<file path="src/rtl/fanout_pkg.sv">
package fanout_pkg;
  typedef enum logic {
    MODE_SDR = 1'b0,
    MODE_DDR = 1'b1
  } pair_mode_e;

  localparam int unsigned DEFAULT_PAIRS = 6;
endpackage

</file>
<file path="src/rtl/fanout_gate_cell.sv">
module fanout_gate_cell (
  input  logic clk_in,
  input  logic allow,
  output logic clk_out
);
  // Output is low while the gate is closed, never held high.
  assign clk_out = clk_in & allow;
endmodule

</file>
<file path="src/rtl/fanout_pair.sv">
module fanout_pair
  import fanout_pkg::*;
(
  input  logic       ref_clk,
  input  pair_mode_e mode,
  input  logic       allow,
  output logic       out_true,
  output logic       out_comp
);
  logic comp_src;

  // The polarity is chosen before the gate, so that a closed gate holds the companion low.
  always_comb begin
    unique case (mode)
      MODE_DDR: comp_src = ~ref_clk;
      default:  comp_src = ref_clk;
    endcase
  end

  fanout_gate_cell u_gate_true (
    .clk_in (ref_clk),
    .allow  (allow),
    .clk_out(out_true)
  );

  fanout_gate_cell u_gate_comp (
    .clk_in (comp_src),
    .allow  (allow),
    .clk_out(out_comp)
  );
endmodule

</file>
<file path="src/rtl/clk_fanout_ctrl.sv">
module clk_fanout_ctrl
  import fanout_pkg::*;
#(
  parameter int unsigned NUM_PAIRS = DEFAULT_PAIRS
) (
  input  logic                 ref_clk,
  input  logic                 ddr_mode,
  input  logic                 pwr_dn_n,
  input  logic [NUM_PAIRS-1:0] pair_en,
  input  logic                 fb_en,
  output logic [NUM_PAIRS-1:0] clk_true,
  output logic [NUM_PAIRS-1:0] clk_comp,
  output logic                 fb_clk
);
  localparam int unsigned NUM_OUTS = 2 * NUM_PAIRS + 1;

  pair_mode_e           mode_sel;
  logic [NUM_PAIRS-1:0] pair_allow;
  logic                 fb_allow;

  assign mode_sel = pair_mode_e'(ddr_mode);

  // Power-down has the highest priority and overrides every enable bit.
  assign pair_allow = pair_en & {NUM_PAIRS{pwr_dn_n}};
  assign fb_allow   = fb_en & pwr_dn_n;

  for (genvar g = 0; g < NUM_PAIRS; g++) begin : g_pair
    fanout_pair u_pair (
      .ref_clk (ref_clk),
      .mode    (mode_sel),
      .allow   (pair_allow[g]),
      .out_true(clk_true[g]),
      .out_comp(clk_comp[g])
    );
  end

  fanout_gate_cell u_gate_fb (
    .clk_in (ref_clk),
    .allow  (fb_allow),
    .clk_out(fb_clk)
  );

  // Checks between the control inputs and the outputs of the generated slices
  logic [NUM_OUTS-1:0] all_outs;
  assign all_outs = {fb_clk, clk_comp, clk_true};

  always_comb begin
    p_pwrdn_all_low_r4: assert (pwr_dn_n || (all_outs == '0));
    p_fb_gated_r6: assert (fb_en || !fb_clk);
    p_fb_follow_r6: assert (!(fb_en && pwr_dn_n) || (fb_clk == ref_clk));
  end

  for (genvar a = 0; a < NUM_PAIRS; a++) begin : g_chk
    always_comb begin
      p_disabled_low_r5: assert (pair_en[a] || (!clk_true[a] && !clk_comp[a]));
      p_true_follow_r1: assert (!(pair_en[a] && pwr_dn_n) || (clk_true[a] == ref_clk));
      p_ddr_inverse_r2: assert (!(ddr_mode && pair_en[a] && pwr_dn_n) || (clk_comp[a] != clk_true[a]));
      p_sdr_copy_r3: assert (ddr_mode || (clk_comp[a] == clk_true[a]));
    end
  end
endmodule

</file>
<file path="config.mk">
export PLATFORM = sky130hd
export DESIGN_NAME = clk_fanout_ctrl
export DESIGN_NICKNAME = d
export VERILOG_FILES = /design/src/rtl/fanout_pkg.sv /design/src/rtl/fanout_gate_cell.sv /design/src/rtl/fanout_pair.sv /design/src/rtl/clk_fanout_ctrl.sv
export SDC_FILE = /design/constraint.sdc
export NUM_CORES = 1
export LEC_CHECK = 0
export ABC_CLOCK_PERIOD_IN_PS = 800
export BUFFER_PORTS_ARGS = -buffer_cell sky130_fd_sc_hd__buf_2
export CAP_MARGIN = 40
export CORE_AREA = 3 3 40 42
export DETAILED_ROUTE_END_ITERATION = 10
export DIE_AREA = 0 0 43 45
export PLACE_DENSITY_LB_ADDON = 0.15
export SETUP_SLACK_MARGIN = 0.05
export SLEW_MARGIN = 20
export SYNTH_ARGS = -nofsm -noshare
export SYNTH_HDL_FRONTEND = slang
export SYNTH_HIERARCHICAL = 1
export SYNTH_SLANG_ARGS = --single-unit
</file>
<file path="constraint.sdc">
create_clock -name vclk -period 0.8
set_input_delay 0.08 -clock vclk [all_inputs]
set_output_delay 0.08 -clock vclk [all_outputs]
set_load 0.01 [all_outputs]
</file>
==> run metrics <==
Rows 13; DRT iter0 DRCs 1; crit-path max cell delay 0.15 ns; Post-route DRC 0; worst hold slack 0.501 ns; register area share after synthesis 0%; WL met3 88 um; final max-slew violation count 0; Max-cap violations 0; cell count along the critical path 4; Mapped Cells 26; Synth Area in Simple Gates 70.4%; first-pass GRT wire length 807 um; met1 wire length 248 um; commonest non-fill, non-tap cell in the layout buf_2; drt first pass iters 2; Synth Net Count 36; starting density of the core 13.8%; maximum number of pins on one net before global-route repair 13; GPL Wtd Cong 0.606; Distinct cells, synth 2; commonest cells after routing, fill and taps aside 20 x buf_2, 19 x and2_1, 6 x xor2_1; class of the worst hold path in -> out; Fin. Hold Viols 0; status finished clean; # clk buffers 0; area occupied by multi-input gates 180 um2; Critical Path End Type primary output; Avg Cell Area, Syn 6.83 um2; largest family of logic cells by synthesized area simple AND/OR/NAND/NOR gates; Top delay family on crit path buffers and inverters; Mapped Area 178 um2; CP Cell Sequence buf_6, xor2_1, and2_1, buf_2; Die ar. 1940 um2; Ports 23; post-layout util 26.9%; Synth Area in Compound Gates 0%; Slew HR 92.9%; Critical Path AT 0.63 ns; Final period util 88.2%; DRT antenna net count 0; Setup Crit Path Kind in -> out; post-synthesis mux area share 0%; final setup fails 0; fin crit period 0.706 ns; total number of vias 236; Required @ worst endpoint 0.72 ns; Layout Nets 62; number of synthesis warnings 6; Detailed Route WL 511 um; CP Launch Type primary input; core footprint 1280 um2; Area Growth Syn to Fin 94.4%; RSZ-0062 raised after global routing false; top layer in use met3; n_diodes 0; Setup crit start ddr_mode; CP max stage cell xor2_1; Worst Tran Pin Value 0.106 ns; # fillers 141; Worst setup endpoint clk_comp[0]; Leak Pwr 0.203 nW; GRT Overall Usage 5.06%; vias in the first global route 192; Met2 Routed Length 174 um; share of cells above drive strength 1 50.0%; Peak VDD IR 0.123 mV; GR Overflow Total 0; Buf+Inv Stages, Crit Path 2; highest clock rate 1420 MHz; FF+latch area 0 um2; power density over cell area 448 nW/um2; initial antenna violation count 0; vias per inst 3.63; input/output buffers 23; Seq cells 0; wire per inst 7.86 um; Synth Area in XOR/XNOR 29.6%; Crit Path Max Fanout 6; Chip Height 45 um; chip width 43 um; Synth Area in Adders 0%
## stage by stage
stage / setup TNS [ns] / worst slack [ns] / cell area (um2) / std cells / power, mW
2_1_floorplan: 0 / 0.334 / 178 / 26 / 0.0666
3_3_place_gp: -0.0164 / -0.0156 / 319 / 65 / 0.143
3_5_place_dp: -0.0158 / -0.00791 / 319 / 65 / 0.141
4_1_cts: 0 / 0.0517 / 328 / 65 / 0.146
5_1_grt: 0 / 0.0530 / 345 / 65 / 0.172
6_report: 0 / 0.0942 / 345 / 65 / 0.155
## worst min path at each step
stage | from | to | slack (ns) | cells after the start
6_report | ref_clk | clk_true[2] | 0.50 | 3
5_1_grt | ref_clk | clk_true[4] | 0.51 | 3
4_1_cts | ref_clk | clk_true[4] | 0.54 | 3
3_5_place_dp | fb_en | fb_clk | 0.55 | 4
3_3_place_gp | fb_en | fb_clk | 0.56 | 4
2_1_floorplan | ref_clk | clk_true[0] | 0.31 | 1
## cells by family after synthesis
group	Yosys count
xor gates and xnor gates	6
and+or+nand+nor	20
## metal layers
layer  up-vias  track usage [%]
li1        127                -
met1        88             7.62
met2        21             8.38
met3         0            0.398
met4         0                0
met5         -                0
## report_power, final
part           leakage [nW]  switching (mW)  internal, mW
logic                 0.203          0.0657        0.0889
clock network             0               0             0
registers                 0               0             0
## final cells by class
class,instances,share of cell area (%)
multi-input cells,26,52.2
well taps,15,5.43
repair buffers,24,42.4
## Yosys cell counts
master	number	area share, %
and2_1	20	70
xor2_1	6	30
## what timing repair did
| item | 4_1_cts | 5_1_grt |
|---|---|---|
| endpoints found under the hold margin | 0 | 0 |
| resized for setup | 3 | 6 |
| hold buffers | 0 | 0 |
| setup endpoints to repair | 8 | 6 |
| setup buffers | 0 | 0 |
| pin swaps | 0 | 2 |
| gates cloned | 0 | 0 |
Power figures use the tool's default switching activity.
